## src/rtl/pgwalk_pkg.sv

```systemverilog
package pgwalk_pkg;

  typedef enum logic [1:0] {
    WALK_REFILL  = 2'd0,
    WALK_FAULT   = 2'd1,
    WALK_ILLEGAL = 2'd2
  } walk_res_e;

  typedef enum logic [1:0] {
    ST_IDLE = 2'd0,
    ST_DIR  = 2'd1,
    ST_PTE  = 2'd2,
    ST_DONE = 2'd3
  } walk_state_e;

  localparam int unsigned ENTRY_EXISTS_BIT   = 23;
  localparam int unsigned ENTRY_RESIDENT_BIT = 22;

endpackage

```

## src/rtl/pgwalk_rstsync.sv

```systemverilog
module pgwalk_rstsync #(
  parameter int unsigned STAGES = 2
) (
  input  logic clk,
  input  logic rst_n,
  output logic rst_n_sync
);

  logic [STAGES-1:0] chain_q;

  always_ff @(posedge clk or negedge rst_n) begin
    if (!rst_n) chain_q <= '0;
    else        chain_q <= {chain_q[STAGES-2:0], 1'b1};
  end

  assign rst_n_sync = chain_q[STAGES-1];

endmodule

```

## src/rtl/pgwalk_addr.sv

```systemverilog
module pgwalk_addr #(
  parameter int unsigned VPN_W     = 20,
  parameter int unsigned DIR_IDX_W = 10,
  parameter int unsigned ADDR_W    = 32,
  parameter int unsigned WORD_SHIFT = 2
) (
  input  logic              sel_table,
  input  logic [VPN_W-1:0]  vpn,
  input  logic [ADDR_W-1:0] dir_base,
  input  logic [ADDR_W-1:0] table_base,
  output logic [ADDR_W-1:0] addr
);

  localparam int unsigned TBL_IDX_W = VPN_W - DIR_IDX_W;

  logic [DIR_IDX_W-1:0] dir_idx;
  logic [TBL_IDX_W-1:0] tbl_idx;
  logic [ADDR_W-1:0]    dir_off;
  logic [ADDR_W-1:0]    tbl_off;

  always_comb begin
    dir_idx = vpn[VPN_W-1:TBL_IDX_W];
    tbl_idx = vpn[TBL_IDX_W-1:0];
    dir_off = ADDR_W'(dir_idx) << WORD_SHIFT;
    tbl_off = ADDR_W'(tbl_idx) << WORD_SHIFT;
    if (sel_table) addr = table_base + tbl_off;
    else           addr = dir_base + dir_off;
  end

endmodule

```

## src/rtl/pgwalk_decode.sv

```systemverilog
module pgwalk_decode
  import pgwalk_pkg::*;
#(
  parameter int unsigned WORD_W = 32,
  parameter int unsigned PPN_W  = 20
) (
  input  logic [WORD_W-1:0] entry,
  output walk_res_e         outcome,
  output logic [PPN_W-1:0]  ppn
);

  logic exists;
  logic resident;
  logic unused_status;

  assign exists        = entry[ENTRY_EXISTS_BIT];
  assign resident      = entry[ENTRY_RESIDENT_BIT];
  assign unused_status = ^entry[WORD_W-1:PPN_W];

  always_comb begin
    ppn = '0;
    if (!exists) begin
      outcome = WALK_ILLEGAL;
    end else if (!resident) begin
      outcome = WALK_FAULT;
    end else begin
      outcome = WALK_REFILL;
      ppn     = entry[PPN_W-1:0];
    end
  end

  always_comb begin
    assert (outcome != WALK_REFILL || (exists && resident))
      else $error("AST_REFILL_NEEDS_BOTH");
    assert (exists || outcome == WALK_ILLEGAL)
      else $error("AST_ABSENT_IS_ILLEGAL");
  end

endmodule

```

## src/rtl/pgwalk_ctrl.sv

```systemverilog
module pgwalk_ctrl
  import pgwalk_pkg::*;
#(
  parameter int unsigned VPN_W     = 20,
  parameter int unsigned PPN_W     = 20,
  parameter int unsigned ADDR_W    = 32,
  parameter int unsigned WORD_W    = 32,
  parameter int unsigned VPN_LIMIT = 32'h000B_FFFF
) (
  input  logic              clk,
  input  logic              rst_n,
  input  logic              miss_req,
  input  logic [VPN_W-1:0]  miss_vpn,
  input  logic [ADDR_W-1:0] dir_base,
  input  logic              mem_rvalid,
  input  logic [WORD_W-1:0] mem_rdata,
  input  walk_res_e         dec_outcome,
  input  logic [PPN_W-1:0]  dec_ppn,
  output logic              sel_table,
  output logic              rd_en,
  output logic              busy,
  output logic              done,
  output walk_res_e         res_q,
  output logic [PPN_W-1:0]  ppn_q,
  output logic [VPN_W-1:0]  vpn_q,
  output logic [ADDR_W-1:0] base_q,
  output logic [ADDR_W-1:0] tbl_q
);

  walk_state_e state_q;
  walk_state_e state_nxt;

  logic             accept;
  logic             out_range;
  logic             tbl_ld;
  logic             res_ld;
  walk_res_e        res_nxt;
  logic [PPN_W-1:0] ppn_nxt;

  assign out_range = 32'(miss_vpn) > VPN_LIMIT;
  assign accept    = (state_q == ST_IDLE) && miss_req;

  always_comb begin
    state_nxt = state_q;
    sel_table = 1'b0;
    rd_en     = 1'b0;
    tbl_ld    = 1'b0;
    res_ld    = 1'b0;
    res_nxt   = WALK_ILLEGAL;
    ppn_nxt   = '0;
    case (state_q)
      ST_IDLE: begin
        if (miss_req) begin
          if (out_range) begin
            state_nxt = ST_DONE;
            res_ld    = 1'b1;
          end else begin
            state_nxt = ST_DIR;
          end
        end
      end
      ST_DIR: begin
        rd_en = 1'b1;
        if (mem_rvalid) begin
          if (mem_rdata == '0) begin
            state_nxt = ST_DONE;
            res_ld    = 1'b1;
          end else begin
            state_nxt = ST_PTE;
            tbl_ld    = 1'b1;
          end
        end
      end
      ST_PTE: begin
        rd_en     = 1'b1;
        sel_table = 1'b1;
        if (mem_rvalid) begin
          state_nxt = ST_DONE;
          res_ld    = 1'b1;
          res_nxt   = dec_outcome;
          ppn_nxt   = dec_ppn;
        end
      end
      ST_DONE: state_nxt = ST_IDLE;
      default: state_nxt = ST_IDLE;
    endcase
  end

  always_ff @(posedge clk or negedge rst_n) begin
    if (!rst_n) state_q <= ST_IDLE;
    else        state_q <= state_nxt;
  end

  always_ff @(posedge clk or negedge rst_n) begin
    if (!rst_n) begin
      vpn_q  <= '0;
      base_q <= '0;
    end else if (accept) begin
      vpn_q  <= miss_vpn;
      base_q <= dir_base;
    end
  end

  always_ff @(posedge clk or negedge rst_n) begin
    if (!rst_n)      tbl_q <= '0;
    else if (tbl_ld) tbl_q <= ADDR_W'(mem_rdata);
  end

  always_ff @(posedge clk or negedge rst_n) begin
    if (!rst_n) begin
      res_q <= WALK_REFILL;
      ppn_q <= '0;
    end else if (res_ld) begin
      res_q <= res_nxt;
      ppn_q <= ppn_nxt;
    end
  end

  assign busy = (state_q != ST_IDLE);
  assign done = (state_q == ST_DONE);

  AST_DONE_ONE_CYCLE: assert property (@(posedge clk) disable iff (!rst_n)
    done |=> !done) else $error("AST_DONE_ONE_CYCLE");

  AST_DONE_INSIDE_BUSY: assert property (@(posedge clk) disable iff (!rst_n)
    done |-> busy) else $error("AST_DONE_INSIDE_BUSY");

  AST_RANGE_AT_ONCE: assert property (@(posedge clk) disable iff (!rst_n)
    (!busy && miss_req && out_range) |=> (done && res_q == WALK_ILLEGAL))
    else $error("AST_RANGE_AT_ONCE");

  AST_BUSY_IGNORES_REQ: assert property (@(posedge clk) disable iff (!rst_n)
    (busy && !done) |=> $stable(vpn_q)) else $error("AST_BUSY_IGNORES_REQ");

endmodule

```

## src/rtl/pgwalk_top.sv

```systemverilog
module pgwalk_top
  import pgwalk_pkg::*;
#(
  parameter int unsigned VPN_W     = 20,
  parameter int unsigned DIR_IDX_W = 10,
  parameter int unsigned PPN_W     = 20,
  parameter int unsigned ADDR_W    = 32,
  parameter int unsigned WORD_W    = 32,
  parameter int unsigned VPN_LIMIT = 32'h000B_FFFF
) (
  input  logic              clk,
  input  logic              rst_n,
  input  logic              miss_req,
  input  logic [VPN_W-1:0]  miss_vpn,
  input  logic [ADDR_W-1:0] dir_base,
  output logic              mem_rd_en,
  output logic [ADDR_W-1:0] mem_addr,
  input  logic              mem_rvalid,
  input  logic [WORD_W-1:0] mem_rdata,
  output logic              busy,
  output logic              done,
  output logic [1:0]        result,
  output logic [PPN_W-1:0]  res_ppn,
  output logic [VPN_W-1:0]  res_vpn
);

  localparam int unsigned WORD_SHIFT = $clog2(WORD_W / 8);

  logic              rst_n_sync;
  logic              sel_table;
  walk_res_e         dec_outcome;
  logic [PPN_W-1:0]  dec_ppn;
  walk_res_e         res_q;
  logic [ADDR_W-1:0] base_q;
  logic [ADDR_W-1:0] tbl_q;

  pgwalk_rstsync #(.STAGES(2)) u_rst (
    .clk        (clk),
    .rst_n      (rst_n),
    .rst_n_sync (rst_n_sync)
  );

  pgwalk_decode #(.WORD_W(WORD_W), .PPN_W(PPN_W)) u_dec (
    .entry   (mem_rdata),
    .outcome (dec_outcome),
    .ppn     (dec_ppn)
  );

  pgwalk_ctrl #(
    .VPN_W(VPN_W), .PPN_W(PPN_W), .ADDR_W(ADDR_W),
    .WORD_W(WORD_W), .VPN_LIMIT(VPN_LIMIT)
  ) u_ctrl (
    .clk         (clk),
    .rst_n       (rst_n_sync),
    .miss_req    (miss_req),
    .miss_vpn    (miss_vpn),
    .dir_base    (dir_base),
    .mem_rvalid  (mem_rvalid),
    .mem_rdata   (mem_rdata),
    .dec_outcome (dec_outcome),
    .dec_ppn     (dec_ppn),
    .sel_table   (sel_table),
    .rd_en       (mem_rd_en),
    .busy        (busy),
    .done        (done),
    .res_q       (res_q),
    .ppn_q       (res_ppn),
    .vpn_q       (res_vpn),
    .base_q      (base_q),
    .tbl_q       (tbl_q)
  );

  pgwalk_addr #(
    .VPN_W(VPN_W), .DIR_IDX_W(DIR_IDX_W), .ADDR_W(ADDR_W), .WORD_SHIFT(WORD_SHIFT)
  ) u_addr (
    .sel_table  (sel_table),
    .vpn        (res_vpn),
    .dir_base   (base_q),
    .table_base (tbl_q),
    .addr       (mem_addr)
  );

  assign result = res_q;

  AST_READ_HELD: assert property (@(posedge clk) disable iff (!rst_n_sync)
    (mem_rd_en && !mem_rvalid) |=> (mem_rd_en && $stable(mem_addr)))
    else $error("AST_READ_HELD");

  AST_IDLE_NO_READ: assert property (@(posedge clk) disable iff (!rst_n_sync)
    !busy |-> !mem_rd_en) else $error("AST_IDLE_NO_READ");

  AST_NO_PPN_UNLESS_REFILL: assert property (@(posedge clk) disable iff (!rst_n_sync)
    (done && result != 2'd0) |-> (res_ppn == '0))
    else $error("AST_NO_PPN_UNLESS_REFILL");

  AST_CODE_IN_RANGE: assert property (@(posedge clk) disable iff (!rst_n_sync)
    done |-> (result != 2'd3)) else $error("AST_CODE_IN_RANGE");

endmodule

```

## config.mk

```make
export PLATFORM = sky130hd
export DESIGN_NAME = pgwalk_top
export DESIGN_NICKNAME = d
export VERILOG_FILES = /design/src/rtl/pgwalk_pkg.sv /design/src/rtl/pgwalk_rstsync.sv /design/src/rtl/pgwalk_addr.sv /design/src/rtl/pgwalk_decode.sv /design/src/rtl/pgwalk_ctrl.sv /design/src/rtl/pgwalk_top.sv
export SDC_FILE = /design/constraint.sdc
export NUM_CORES = 1
export LEC_CHECK = 0
export BUFFER_PORTS_ARGS = -buffer_cell sky130_fd_sc_hd__buf_2
export CAP_MARGIN = 20
export CELL_PAD_IN_SITES_DETAIL_PLACEMENT = 2
export CELL_PAD_IN_SITES_GLOBAL_PLACEMENT = 2
export CORE_ASPECT_RATIO = 2
export CORE_MARGIN = 8
export CORE_UTILIZATION = 37
export CTS_BUF_LIST = sky130_fd_sc_hd__clkbuf_4
export DETAILED_ROUTE_END_ITERATION = 12
export HOLD_SLACK_MARGIN = 0.02
export PLACE_DENSITY_LB_ADDON = 0.1
export SLEW_MARGIN = 30
export SYNTH_ARGS = -nofsm -noshare
export SYNTH_HDL_FRONTEND = slang
export SYNTH_SLANG_ARGS = --single-unit
```

## constraint.sdc

```tcl
create_clock -name clk -period 5.61 [get_ports clk]
set_clock_uncertainty 0.1 [all_clocks]
set_input_delay 1.683 -clock clk [delete_from_list [all_inputs] [get_ports clk]]
set_output_delay 1.683 -clock clk [all_outputs]
set_load 0.005 [all_outputs]
```

==> out/results.md, run 1 <==
| Item | Reported | Unit |
| --- | --- | --- |
| Result of the run | finished clean | - |
| Worst Path Arrival | 3.35 | ns |
| Gpl congestion | 0.762 | - |
| Register clock-pin slew on the reported worst setup and hold paths | 0.18 | ns |
| Dominant synthesized flop cell | sky130_fd_sc_hd__dfrtp_1 | - |
| Achievable clock frequency | 195 | MHz |
| Post-Synthesis Mean Instance Area | 10.4 | µm² |
| Vias post-DR | 5398 | - |
| Port Buffers | 164 | - |
| Starting DRT DRC Count | 125 | - |
| Via count of the first global-routing pass | 6171 | - |
| Worst Slack Setup Final | 0.474 | ns |
| Tmin final | 5.14 | ns |
| Share of synthesized registers carrying an async set or reset | 100 | % |
| Synthesized cell area | 6420 | µm² |
| CTS Root Buffer Type | sky130_fd_sc_hd__clkbuf_4 | - |
| Max Buffers Root-to-Sink | 2 | - |
| Num Clock Sinks | 110 | - |
| Initial cell density of the core | 37.5 | % |
| Number of primary I/O pins | 165 | - |
| Unrepaired setup endpoints after global routing | false | - |
| Overflow left after global routing | 0 | - |
| Clock tree from TritonCTS | built | - |
| Startpoint Class | register | - |
| Post-CTS Hold Buffers | 0 | - |
| Syn Inst Count | 615 | - |
| Worst-path fanout max | 13 | - |
| Routed wire per std cell | 20.9 | µm |
| Top area cells in the synthesized netlist | sky130_fd_sc_hd__dfrtp_1 (43%), sky130_fd_sc_hd__mux2_2 (15%), sky130_fd_sc_hd__ha_1 (4.9%) | - |
| Post-cts gate resize count | 0 | - |
| Post-placement cell count | 975 | - |
| Post-synthesis sequential area ratio | 42.9 | % |
| Classification of the worst-slack hold path | register to asynchronous set/reset pin | - |
| Number of antenna violations at the first check in global routing | 1 | - |
| Leak pwr | 0.00360 | µW |
| Global-route usage over all layers | 19.4 | % |
| Detailed-router iteration count before antenna repair | 4 | - |
| Final cell count without fillers | 993 | - |
| Horizontal die dimension | 109 | µm |
| Fraction of the cycle the final worst path needs | 91.6 | % |
| Height of the die | 202 | µm |
| Final antenna-violating net count | 0 | - |
| CTS H-tree depth | 3 | - |
| Yosys cell types | 52 | - |
| Insertion delay of the later-clocked pin in the worst-skew pair | 0.48 | ns |
| Worst IR Drop VDD | 0.245 | mV |
| PwrDens | 630 | nW/µm² |
| Critical path class | register to primary output | - |
| Number of pins exceeding their max-slew limit in the final report | 0 | - |
| Setup-violating endpoint count in the final report | 0 | - |
| Vias per std cell | 5.44 | - |
| Remaining design rule violation count | 0 | - |
| Synth warnings | 0 | - |
| Num CTS Buffers | 9 | - |
| Number of post-CTS setup repair buffers | 0 | - |
| Number of flops mapped to enable cells by yosys | 0 | - |
| Final Routed Wirelength | 20800 | µm |
| Hold Violations, Final | 0 | - |
| Syn nets | 730 | - |
| Std-Cell Rows | 68 | - |
| Flip-flop and latch count after synthesis | 110 | - |
| P&R area growth vs syn | 18.9 | % |
| Synth area leader | sky130_fd_sc_hd__dfrtp_1 | - |
| Fraction of synthesized cell area taken by the top area cell type | 42.9 | % |
| Nature of the critical path endpoint | primary output | - |
| Net total in the final layout | 892 | - |
| Transition at the pin with the smallest max-transition slack | 0.908 | ns |
| Maximum number of pins on one net before global-route repair | 68 | - |
| Worst path required time | 3.83 | ns |
| Total core area | 17100 | µm² |
| Wire length of the first global-routing pass | 33500 | µm |
| Pre-CTS worst setup slack | 1.04 | ns |
| Filler cell count in the final layout | 1906 | - |
| HPWL after DPL | 16500 | µm |
| Worst slew margin relative to its limit | 39.1 | % |
| Max-capacitance violation count | 0 | - |
| Die area | 22100 | µm² |
| Total Negative Setup Slacks | 0 | ns |
| Fraction of final layout cells sized beyond drive strength 1 | 36.8 | % |
-- cell usage after synthesis (7+ instances only) --
library cell,instances
sky130_fd_sc_hd__a211oi_1,14
sky130_fd_sc_hd__a21o_1,7
sky130_fd_sc_hd__a21oi_1,26
sky130_fd_sc_hd__and3_1,7
sky130_fd_sc_hd__clkbuf_1,19
sky130_fd_sc_hd__dfrtp_1,110
sky130_fd_sc_hd__ha_1,25
sky130_fd_sc_hd__inv_1,12
sky130_fd_sc_hd__mux2_2,88
sky130_fd_sc_hd__mux2i_1,16
sky130_fd_sc_hd__nand2_1,67
sky130_fd_sc_hd__nand3_1,33
sky130_fd_sc_hd__nand4_1,9
sky130_fd_sc_hd__nor2_1,28
sky130_fd_sc_hd__nor3_1,13
sky130_fd_sc_hd__nor4_1,8
sky130_fd_sc_hd__o21ai_0,16
sky130_fd_sc_hd__o31ai_1,14
sky130_fd_sc_hd__xnor2_1,31
sky130_fd_sc_hd__xor2_1,13
-- registers in the layout, summed over array words and instances (netlist names) --
name / count
u_ctrl.base_q: 32
u_ctrl.ppn_q: 20
u_ctrl.res_q: 2
u_ctrl.state_q: 2
u_ctrl.tbl_q: 32
u_ctrl.vpn_q: 20
u_rst.chain_q: 2
-- per-stage QoR --
| step | hold WS, ns | power, µW | util, % | area, µm² |
|---|---|---|---|---|
| 4_1_cts | 0.260 | 4890 | 44.5 | 7600 |
| 3_3_place_gp | 0.241 | 4370 | 43.8 | 7490 |
| 6_report | 0.223 | 4810 | 44.7 | 7640 |
| 2_1_floorplan | 0.231 | 3340 | - | 6420 |
| 3_5_place_dp | 0.246 | 4490 | 43.8 | 7490 |
| 5_1_grt | 0.289 | 5250 | 44.7 | 7640 |
-- critical path: stages, from the launching register on --
cell	delay, ns
sky130_fd_sc_hd__dfrtp_1	0.44
sky130_fd_sc_hd__ha_1	0.25
sky130_fd_sc_hd__fa_1	0.45
sky130_fd_sc_hd__a211oi_1	0.39
sky130_fd_sc_hd__o21ai_0	0.22
sky130_fd_sc_hd__a221oi_2	0.27
sky130_fd_sc_hd__buf_4	0.25
sky130_fd_sc_hd__nor3_1	0.10
sky130_fd_sc_hd__xnor2_1	0.13
sky130_fd_sc_hd__mux2i_1	0.22
sky130_fd_sc_hd__buf_2	0.18
-- metal layers --
| layer | routed length (µm) | track usage [%] |
|---|---|---|
| met2 | 10800 | 33.2 |
| met3 | 1030 | 4.15 |
| met5 | 0 | 0 |
| met4 | 357 | 6.01 |
| met1 | 8600 | 23.1 |
-- cell type report --
type                       instances  area, µm²  share of cell area, %
sequential                       110       2760                   36.1
tap                              210        263                   3.44
timing repair buffer             176        931                   12.2
inverter                          12       45.0                  0.590
clock buffer                      10       75.1                  0.983
antenna                            1       2.50                 0.0328
clock inverter                     6       37.5                  0.492
multi-input combinational        468       3530                   46.2
-- path summary, 6_finish.rpt --
check / start / endpoint / slack, ns / depth (start not counted)
setup / recovery: u_ctrl.vpn_q[10]$_DFFE_PN0P_ / mem_addr[24] / 0.47 / 10
hold / removal: u_rst.chain_q[1]$_DFF_PN0_ / u_ctrl.ppn_q[3]$_DFFE_PN0P_ / 0.22 / 0
setup reg to reg: u_ctrl.state_q[0]$_DFFE_PN0P_ / u_ctrl.res_q[0]$_DFFE_PN0P_ / 2.85 / 6
hold reg to reg: u_rst.chain_q[1]$_DFF_PN0_ / u_ctrl.ppn_q[3]$_DFFE_PN0P_ / 0.22 / 0
max in group asynchronous: u_rst.chain_q[1]$_DFF_PN0_ / u_ctrl.tbl_q[26]$_DFFE_PN0P_ / 4.15 / 2
min in group clk: u_rst.chain_q[0]$_DFF_PN0_ / u_rst.chain_q[1]$_DFF_PN0_ / 0.29 / 0
-- cells by family (layout without fill, tap and decap cells) --
family	count (synthesis)	after routing	share of synthesized area, %
buf+inv	37	204	2.38
xor+xnor	44	44	6.00
other cells	1	2	0.0584
simple gates	186	186	14.2
mux	104	104	17.9
compound gates	106	106	11.1
fa+ha+maj	27	27	5.50
flops	110	110	42.9
-- power breakdown --
part | total [µW] | switching [µW] | internal, µW | leakage (µW)
sequential | 1500 | 366 | 1130 | 0.00134
combinational | 2940 | 1580 | 1370 | 0.00219
clock | 371 | 274 | 96.6 | 0.0000639
-- layout by cell type, fill, tap and decap left out, types with 3 or more instances in the layout --
cell                          n
sky130_fd_sc_hd__nor3_1      13
sky130_fd_sc_hd__nor3b_1      3
sky130_fd_sc_hd__o21a_1       5
sky130_fd_sc_hd__nand2b_1     4
sky130_fd_sc_hd__xnor2_1     31
sky130_fd_sc_hd__nand4_1      9
sky130_fd_sc_hd__inv_1       11
sky130_fd_sc_hd__clkinv_1     4
sky130_fd_sc_hd__a21oi_1     26
sky130_fd_sc_hd__nor4_1       8
sky130_fd_sc_hd__a211oi_1    14
sky130_fd_sc_hd__nor2_1      28
sky130_fd_sc_hd__mux2_2      88
sky130_fd_sc_hd__a21o_1       7
sky130_fd_sc_hd__buf_2      164
sky130_fd_sc_hd__a2111oi_0    4
sky130_fd_sc_hd__or3_1        3
sky130_fd_sc_hd__o21ai_0     16
sky130_fd_sc_hd__xor2_1      13
sky130_fd_sc_hd__nand2_1     66
sky130_fd_sc_hd__nand3_1     33
sky130_fd_sc_hd__o22ai_1      3
sky130_fd_sc_hd__o31ai_1     14
sky130_fd_sc_hd__and3_1       7
sky130_fd_sc_hd__clkbuf_4    10
sky130_fd_sc_hd__mux2i_1     16
sky130_fd_sc_hd__ha_1        25
sky130_fd_sc_hd__dfrtp_1    109
sky130_fd_sc_hd__buf_4       11
No activity file was read; power rests on OpenSTA's default activity.
==> inputs of run 2 (changes only) <==
==> constraint.sdc (replaced) <==
create_clock -name clk -period 5.61 [get_ports clk]
set_clock_uncertainty 0.1 [all_clocks]
set_input_delay 0 -clock clk [delete_from_list [all_inputs] [get_ports clk]]
set_output_delay 0 -clock clk [all_outputs]
set_load 0.005 [all_outputs]
==> run 2 against run 1 <==
Net effect: clock-buffer cell count is 1 lower; combinational power increased by 3%; cell count rose by 8.7%; core utilization rose by 5.0 points; largest power group unchanged; sequential cell count unchanged; total power grew 2.9%; register-to-register slack worse by 0.59 ns; highest routed layer unchanged.
==> out/results.md, run 2 (synthesized netlist as in run 1, its figures left out) <==
| Item | Reported | Unit | Change |
| --- | --- | --- | --- |
| Final antenna-violating net count | 0 | - | unchanged |
| Leak pwr | 0.00395 | µW | +9.8% |
| Unrepaired setup endpoints after global routing | false | - |  |
| Remaining design rule violation count | 0 | - | unchanged |
| Routed wire per std cell | 22.0 | µm | +4.9% |
| Max-capacitance violation count | 0 | - | unchanged |
| HPWL after DPL | 16500 | µm | -0.31% |
| Sw frac | 47.0 | % | +0.94 points |
| Global-route usage over all layers | 22.1 | % | +2.7 points |
| Transition at the pin with the smallest max-transition slack | 1.03 | ns | +0.120 ns |
| Vias per std cell | 5.38 | - | -1.1% |
| Total net switching power | 2330 | µW | +5.0% |
| Worst path required time | 5.51 | ns | +1.68 ns |
| Most frequent standard cell in the layout excluding fill and tap cells | sky130_fd_sc_hd__buf_2 | - |  |
| Largest registers | u_ctrl.base_q: 32 flops, u_ctrl.tbl_q: 32 flops | - |  |
| Insertion delay of the later-clocked pin in the worst-skew pair | 0.51 | ns | +0.03 ns |
| Fraction of final layout cells sized beyond drive strength 1 | 33.1 | % | -3.7 points |
| Hold Violations, Final | 0 | - | unchanged |
| CTS Root Buffer Type | sky130_fd_sc_hd__clkbuf_4 | - |  |
| PwrDens | 583 | nW/µm² | -7.6% |
| Startpoint Class | register | - |  |
| Critical path capture point | mem_addr[16] | - |  |
| Initial cell density of the core | 37.5 | % | unchanged |
| Origin of the worst setup path | u_ctrl.vpn_q[10]$_DFFE_PN0P_ | - |  |
| Port Buffers | 164 | - | unchanged |
| Num CTS Buffers | 9 | - | unchanged |
| Height of the die | 202 | µm | unchanged |
| Num Clock Sinks | 110 | - | unchanged |
| Launch instance of the worst register-to-register path | u_ctrl.state_q[1]$_DFFE_PN0P_ | - |  |
| Number of post-CTS setup repair buffers | 0 | - | unchanged |
| Gpl congestion | 0.777 | - | +2.0% |
| Worst-path fanout max | 13 | - | unchanged |
| Worst slew margin relative to its limit | 31.2 | % | -7.9 points |
| Wire length of the first global-routing pass | 37800 | µm | +13% |
| Starting DRT DRC Count | 167 | - | +34% |
| Slack of the worst reg-to-reg path | 2.26 | ns | -0.59 ns |
| R2R cell count | 7 | - | +1 |
| Final Routed Wirelength | 23700 | µm | +14% |
| Net total in the final layout | 977 | - | +9.5% |
| Via count of the first global-routing pass | 6651 | - | +7.8% |
| P&R area growth vs syn | 32.4 | % |  |
| CTS H-tree depth | 3 | - | unchanged |
| Max Buffers Root-to-Sink | 2 | - | unchanged |
| Result of the run | finished clean | - |  |
| Worst Path Arrival | 3.67 | ns | +0.32 ns |
| Die area | 22100 | µm² | unchanged |
| Total Negative Setup Slacks | 0 | ns | unchanged |
| Fraction of the cycle the final worst path needs | 67.2 | % | -24 points |
| Std-Cell Rows | 68 | - | unchanged |
| Critical path class | register to primary output | - |  |
| Vias post-DR | 5800 | - | +7.4% |
| Tmin final | 3.77 | ns | -1.36 ns |
| Clock tree from TritonCTS | built | - |  |
| Maximum number of pins on one net before global-route repair | 66 | - | -2.9% |
| Logic gate share of total power | 61.3 | % | about the same |
| Clk network pwr share | 8.1 | % | +0.4 points |
| Worst IR Drop VDD | 0.223 | mV | -8.9% |
| Internal power | 2620 | µW | +1.1% |
| R2R Path End | u_ctrl.res_q[0]$_DFFE_PN0P_ | - |  |
| Total core area | 17100 | µm² | unchanged |
| Number of primary I/O pins | 165 | - | unchanged |
| Achievable clock frequency | 265 | MHz | +36% |
| Setup-violating endpoint count in the final report | 0 | - | unchanged |
| Overflow left after global routing | 0 | - | unchanged |
| Number of pins exceeding their max-slew limit in the final report | 0 | - | unchanged |
| PnR Total Power | 4950 | µW | +2.9% |
| Classification of the worst-slack hold path | primary input to register | - |  |
| Highest-count cells in the layout ignoring fill and taps | sky130_fd_sc_hd__buf_2 (165), sky130_fd_sc_hd__dfrtp_1 (109), sky130_fd_sc_hd__dlygate4sd3_1 (89), sky130_fd_sc_hd__mux2_2 (88), sky130_fd_sc_hd__nand2_1 (66) | - |  |
| Detailed-router iteration count before antenna repair | 4 | - | unchanged |
| Nature of the critical path endpoint | primary output | - |  |
| Number of antenna violations at the first check in global routing | 2 | - | +1 |
| Register share of total power | 30.6 | % | -0.5 points |
| Horizontal die dimension | 109 | µm | unchanged |
| Register clock-pin slew on the reported worst setup and hold paths | 0.19 | ns | about the same |
-- run 2: cell types whose count changed in the layout (fill, tap and decap cells not counted), sizes merged --
cell         change
buf              -4
clkbuf           -1
clkinv           -2
clkinvlp         +1
diode            +1
dlygate4sd3     +89
inv              +2
-- run 2: power groups by stage --
stage / registers, µW / clock network [µW] / logic [µW]
after CTS: 1510 / 418 / 3030
after detailed placement: 1520 / 0 / 2960
after floorplan: 1410 / 0 / 1920
after global routing: 1570 / 443 / 3330
after global placement: 1490 / 0 / 2850
final: 1520 / 403 / 3030
-- run 2: layer usage --
layer / vias up / wire, µm / GRT usage, %
met3: 28 / 1120 / 4.27
li1: 2727 / - / -
met5: - / 0 / 0
met1: 2911 / 9360 / 25.0
met4: 0 / 442 / 6.84
met2: 134 / 12800 / 39.6
-- run 2: critical path, stage by stage (launching register included) --
cell and delay [ns]:
sky130_fd_sc_hd__dfrtp_1 0.45, sky130_fd_sc_hd__ha_1 0.25, sky130_fd_sc_hd__fa_1 0.44, sky130_fd_sc_hd__a211oi_1 0.39
sky130_fd_sc_hd__o21ai_0 0.25, sky130_fd_sc_hd__a221oi_4 0.75, sky130_fd_sc_hd__nor3b_1 0.15, sky130_fd_sc_hd__xnor2_1 0.21
sky130_fd_sc_hd__o22ai_1 0.11, sky130_fd_sc_hd__buf_2 0.15
-- run 2: how the worst min path moves through the flow --
stage,endpoint,start,depth (start not counted),slack (ns)
after detailed placement,u_rst.chain_q[0]$_DFF_PN0_,rst_n,1,-0.31
after global placement,u_rst.chain_q[0]$_DFF_PN0_,rst_n,1,-0.32
after global routing,u_ctrl.vpn_q[14]$_DFFE_PN0P_,miss_vpn[14],3,0.12
final,u_ctrl.vpn_q[14]$_DFFE_PN0P_,miss_vpn[14],3,0.14
after CTS,u_ctrl.vpn_q[14]$_DFFE_PN0P_,miss_vpn[14],3,0.11
after floorplan,u_rst.chain_q[0]$_DFF_PN0_,rst_n,0,-0.40
-- run 2: per-stage QoR --
stage                     hold WS [ns]  cell area, µm²  worst slack (ns)  utilization (%)  std cells
final                            0.140            8500              1.84             49.7       1079
after global routing             0.115            8500              1.53             49.7       1079
after CTS                        0.108            8490              1.78             49.7       1077
after detailed placement        -0.313            7480              2.42             43.7        972
after global placement          -0.315            7460              2.22             43.6        971
after floorplan                 -0.396            6420              2.22                -        615
-- run 2: area by class of cell --
class                      instances  area [µm²]
fill                            1828        8600
multi-input combinational        468        3540
sequential                       110        2760
timing repair buffer             261        1770
tap                              210         263
clock buffer                       9        67.6
clock inverter                     7        55.1
inverter                          12        45.0
antenna                            2        5.00
-- run 2: repair_timing --
item,in CTS,in global routing
endpoints found under the setup margin,0,0
hold buffers,89,0
endpoints found under the hold margin,110,0
resized for setup,0,0
==> inputs of run 3 (changes only) <==
--- a/config.mk
+++ b/config.mk
@@ -5,13 +5,14 @@
 export SDC_FILE = /design/constraint.sdc
 export NUM_CORES = 1
 export LEC_CHECK = 0
+export ABC_AREA = 1
 export BUFFER_PORTS_ARGS = -buffer_cell sky130_fd_sc_hd__buf_2
 export CAP_MARGIN = 20
 export CELL_PAD_IN_SITES_DETAIL_PLACEMENT = 2
 export CELL_PAD_IN_SITES_GLOBAL_PLACEMENT = 2
 export CORE_ASPECT_RATIO = 2
 export CORE_MARGIN = 8
-export CORE_UTILIZATION = 37
+export CORE_UTILIZATION = 27
 export CTS_BUF_LIST = sky130_fd_sc_hd__clkbuf_4
 export DETAILED_ROUTE_END_ITERATION = 12
 export HOLD_SLACK_MARGIN = 0.02
==> constraint.sdc (replaced) <==
create_clock -name clk -period 3.4 [get_ports clk]
set_clock_uncertainty 0.1 [all_clocks]
set_input_delay 0 -clock clk [delete_from_list [all_inputs] [get_ports clk]]
set_output_delay 0 -clock clk [all_outputs]
set_load 0.005 [all_outputs]
==> run 3 against run 2 <==
Net effect: design area rose by 22%; clock-buffer cell count is the same; clock power up 100%; via count rose by 45%; critical path type unchanged; critical endpoint is now mem_addr[12]; highest routed layer unchanged.
==> out/results.md, run 3 <==
| Item | Reported | Unit | Change |
| --- | --- | --- | --- |
| Detailed-router iteration count before antenna repair | 4 | - | unchanged |
| Final antenna-violating net count | 0 | - | unchanged |
| Most frequent standard cell in the layout excluding fill and tap cells | sky130_fd_sc_hd__nand2_1 | - |  |
| Horizontal die dimension | 133 | µm | +22% |
| Number of primary I/O pins | 165 | - | unchanged |
| Fraction of synthesized area in multiplexers | 0 | % | -18 points |
| Most instantiated library cell after synthesis | sky130_fd_sc_hd__nand2_1 | - |  |
| Most frequent cells after synthesis | sky130_fd_sc_hd__nand2_1 (455), sky130_fd_sc_hd__dfrtp_1 (110), sky130_fd_sc_hd__inv_1 (101), sky130_fd_sc_hd__nand3_1 (88), sky130_fd_sc_hd__nor2_1 (82) | - |  |
| Startpoint Class | register | - |  |
| Post-Synth Adder-Cell Area | 4.79 | % | -0.71 points |
| Remaining design rule violation count | 0 | - | unchanged |
| Post-cts gate resize count | 0 | - | unchanged |
| Leak pwr | 0.00546 | µW | +38% |
| Area of the multi-input gates | 4000 | µm² | +13% |
| Insertion delay of the later-clocked pin in the worst-skew pair | 0.57 | ns | +0.06 ns |
| Number of post-CTS setup repair buffers | 0 | - | unchanged |
| Post-synthesis sequential area ratio | 37.4 | % | -5.5 points |
| Syn Inst Count | 1091 | - | +77% |
| Final cell count without fillers | 1767 | - | +64% |
| Overflow left after global routing | 0 | - | unchanged |
| Post-placement cell count | 1576 | - | +62% |
| Number of flops mapped to enable cells by yosys | 0 | - | unchanged |
| Register clock-pin slew on the reported worst setup and hold paths | 0.21 | ns | +0.02 ns |
| Start point of the worst min-delay path | dir_base[25] | - |  |
| Fraction of final layout cells sized beyond drive strength 1 | 15.2 | % | -18 points |
| Critical path, cell by cell | ha_1 > a21oi_1 > o21ai_1 > inv_1 > nand3_2 > a21oi_1 > o21ai_0 > nand2_1 > buf_2 | - |  |
| Vias per std cell | 4.77 | - | -11% |
| Max Buffers Root-to-Sink | 2 | - | unchanged |
| Transition at the pin with the smallest max-transition slack | 0.876 | ns | -0.152 ns |
| Syn nets | 1206 | - | +65% |
| Result of the run | finished clean | - |  |
| Critical path's slowest cell | sky130_fd_sc_hd__dfrtp_1 | - |  |
| Critical path class | register to primary output | - |  |
| Dominant synthesized flop cell | sky130_fd_sc_hd__dfrtp_1 | - |  |
| CTS H-tree depth | 3 | - | unchanged |
| Classification of the worst-slack hold path | primary input to register | - |  |
| Vias post-DR | 8426 | - | +45% |
| Worst path required time | 3.30 | ns | -2.21 ns |
| Met3 usage in global routing | 2.92 | % | -1.4 points |
| Global-route usage over all layers | 21.2 | % | -0.84 points |
| Achievable clock frequency | 336 | MHz |  |
| Hold Violations, Final | 0 | - | unchanged |
| Yosys cell types | 37 | - | -29% |
| Worst hold margin | 0.0655 | ns | -0.0746 ns |
| Initial cell density of the core | 27.4 | % | -10 points |
| Most congested layer reported by global routing | met2 | - |  |
| Highest-count cells in the layout ignoring fill and taps | sky130_fd_sc_hd__nand2_1 (455), sky130_fd_sc_hd__dlygate4sd3_1 (172), sky130_fd_sc_hd__buf_2 (164), sky130_fd_sc_hd__dfrtp_1 (109), sky130_fd_sc_hd__inv_1 (100) | - |  |
| Die area | 33200 | µm² | +50% |
| Wire length of the first global-routing pass | 54600 | µm | +44% |
| Flip-flop and latch count after synthesis | 110 | - | unchanged |
| Top area cells in the synthesized netlist | sky130_fd_sc_hd__dfrtp_1 (37%), sky130_fd_sc_hd__nand2_1 (23%), sky130_fd_sc_hd__nand3_1 (6.0%) | - |  |
| Slack of the worst reg-to-reg path | 0.50 | ns | -1.76 ns |
| PwrDens | 803 | nW/µm² | +38% |
| Net total in the final layout | 1526 | - | +56% |
| Fraction of the cycle the final worst path needs | 87.6 | % |  |
| Global routing met1 resource utilization | 19.5 | % | -5.6 points |
| Final Routed Wirelength | 34700 | µm | +46% |
| Num CTS Buffers | 9 | - | unchanged |
| Total core area | 26900 | µm² | +57% |
| Maximum number of pins on one net before global-route repair | 71 | - | +7.6% |
| CTS Root Buffer Type | sky130_fd_sc_hd__clkbuf_4 | - |  |
| Post-Synthesis Mean Instance Area | 6.75 | µm² | -35% |
| Complex-gate fraction of the synthesized area | 7.37 | % | -3.7 points |
| Number of antenna violations at the first check in global routing | 3 | - | +1 |
| Tmin final | 2.98 | ns |  |
| Worst IR Drop VDD | 0.248 | mV | +11% |
| Filler cell count in the final layout | 3248 | - | +78% |
| CP peak stage delay | 0.48 | ns | -0.27 ns |
| Largest registers | u_ctrl.base_q: 32 flops, u_ctrl.tbl_q: 32 flops | - |  |
| Cell type with the highest occurrence count on the critical path | sky130_fd_sc_hd__a21oi_1 | - |  |
| Height of the die | 250 | µm | +23% |
| Worst-path fanout max | 8 | - | -5 |
| Port Buffers | 164 | - | unchanged |
| Post-synthesis share of cell area spent on xor and xnor gates | 1.19 | % | -4.8 points |
| Unrepaired setup endpoints after global routing | false | - |  |
| Clock tree from TritonCTS | built | - |  |
| Routed wire per std cell | 19.6 | µm | -11% |
| Synth area leader | sky130_fd_sc_hd__dfrtp_1 | - |  |
| Launch instance of the worst register-to-register path | u_ctrl.state_q[0]$_DFFE_PN0P_ | - |  |
| Synth warnings | 0 | - | unchanged |
| Fraction of synthesized cell area taken by the top area cell type | 37.4 | % | -5.5 points |
| Std-Cell Rows | 85 | - | +25% |
| Nature of the critical path endpoint | primary output | - |  |
| HPWL after DPL | 25200 | µm | +53% |
| Simple-gate area share of the yosys netlist | 40.9 | % | +27 points |
| Post-CTS Hold Buffers | 172 | - | +93% |
| Worst Path Arrival | 2.88 | ns | -0.79 ns |
| Met2 Resource Use GR | 43.0 | % | +3.4 points |
| Number of pins exceeding their max-slew limit in the final report | 0 | - | unchanged |
| P&R area growth vs syn | 40.6 | % |  |
| Starting DRT DRC Count | 217 | - | +30% |
| Sequential Area | 2760 | µm² | unchanged |
| Origin of the worst setup path | u_ctrl.vpn_q[7]$_DFFE_PN0P_ | - |  |
| Dominant combinational cell family by area after synthesis | simple AND/OR/NAND/NOR gates | - |  |
| Num Clock Sinks | 110 | - | unchanged |
| Setup-violating endpoint count in the final report | 0 | - | unchanged |
| Worst slew margin relative to its limit | 41.4 | % | +10 points |
| Share of synthesized registers carrying an async set or reset | 100 | % | unchanged |
| Gpl congestion | 0.813 | - | +4.6% |
| Synthesized cell area | 7370 | µm² | +15% |
| Max-capacitance violation count | 0 | - | unchanged |
| Total Negative Setup Slacks | 0 | ns | unchanged |
| Via count of the first global-routing pass | 9909 | - | +49% |
==> run 3: kinds of logic (layout without fill, tap and decap cells) <==
family | after synthesis | count (layout)
other | 1 | 4
adder cells (fa/ha/maj) | 27 | 27
flip-flops | 110 | 110
buffers and inverters | 137 | 462
XOR/XNOR | 10 | 10
AO/OA/AOI/OAI | 104 | 104
AND/OR/NAND/NOR | 702 | 702
==> run 3: power by group <==
| part | leakage (µW) | total (µW) | switching (µW) | internal, µW |
|---|---|---|---|---|
| Combinational | 0.00399 | 5100 | 3100 | 2000 |
| Sequential | 0.00138 | 2410 | 591 | 1820 |
| Clock | 0.0000886 | 810 | 563 | 247 |
| Total | 0.00546 | 8320 | 4260 | 4060 |
==> run 3: layout make-up <==
| class | instances | share of cell area, % |
|---|---|---|
| repair buffers | 343 | 25.2 |
| flip-flops and latches | 110 | 26.6 |
| multi-input cells | 844 | 38.6 |
| well taps | 348 | 4.20 |
| clock buffers | 9 | 0.652 |
| inverters | 103 | 3.73 |
| diodes | 3 | 0.0725 |
| clock inverters | 7 | 0.966 |
==> run 3: worst max-delay path, delay by kind of cell, from the launching register on <==
kind / cells / cell delay, ns
buf+inv: 2 / 0.23
compound gates: 4 / 0.86
flops: 1 / 0.48
fa+ha+maj: 1 / 0.40
simple gates: 2 / 0.32
==> run 3: path summary, 6_finish.rpt <==
check,endpoint,cells past startpoint
min,u_ctrl.base_q[25]$_DFFE_PN0P_,4
min reg2reg,u_ctrl.vpn_q[4]$_DFFE_PN0P_,0
max in group asynchronous,u_ctrl.tbl_q[27]$_DFFE_PN0P_,1
min in group asynchronous,u_rst.chain_q[1]$_DFF_PN0_,3
max reg2reg,u_ctrl.vpn_q[12]$_DFFE_PN0P_,8
max,mem_addr[12],9
==> run 3: metrics by stage <==
| step | instance area (µm²) | utilization (%) | setup WS [ns] | power (µW) |
|---|---|---|---|---|
| 4_1_cts | 10400 | 38.5 | 0.308 | 8340 |
| 3_3_place_gp | 8460 | 31.5 | 1.06 | 6790 |
| 3_5_place_dp | 8460 | 31.5 | 1.03 | 6920 |
| 6_report | 10400 | 38.5 | 0.420 | 8320 |
| 5_1_grt | 10400 | 38.5 | 0.199 | 9060 |
| 2_1_floorplan | 7370 | - | 0.00875 | 5010 |
==> run 3: layer usage <==
metal / wire length (µm) / vias to the layer above
met4: 1450 / 0
met5: 0 / -
met2: 20400 / 128
li1: - / 4094
met1: 12100 / 4150
met3: 755 / 54
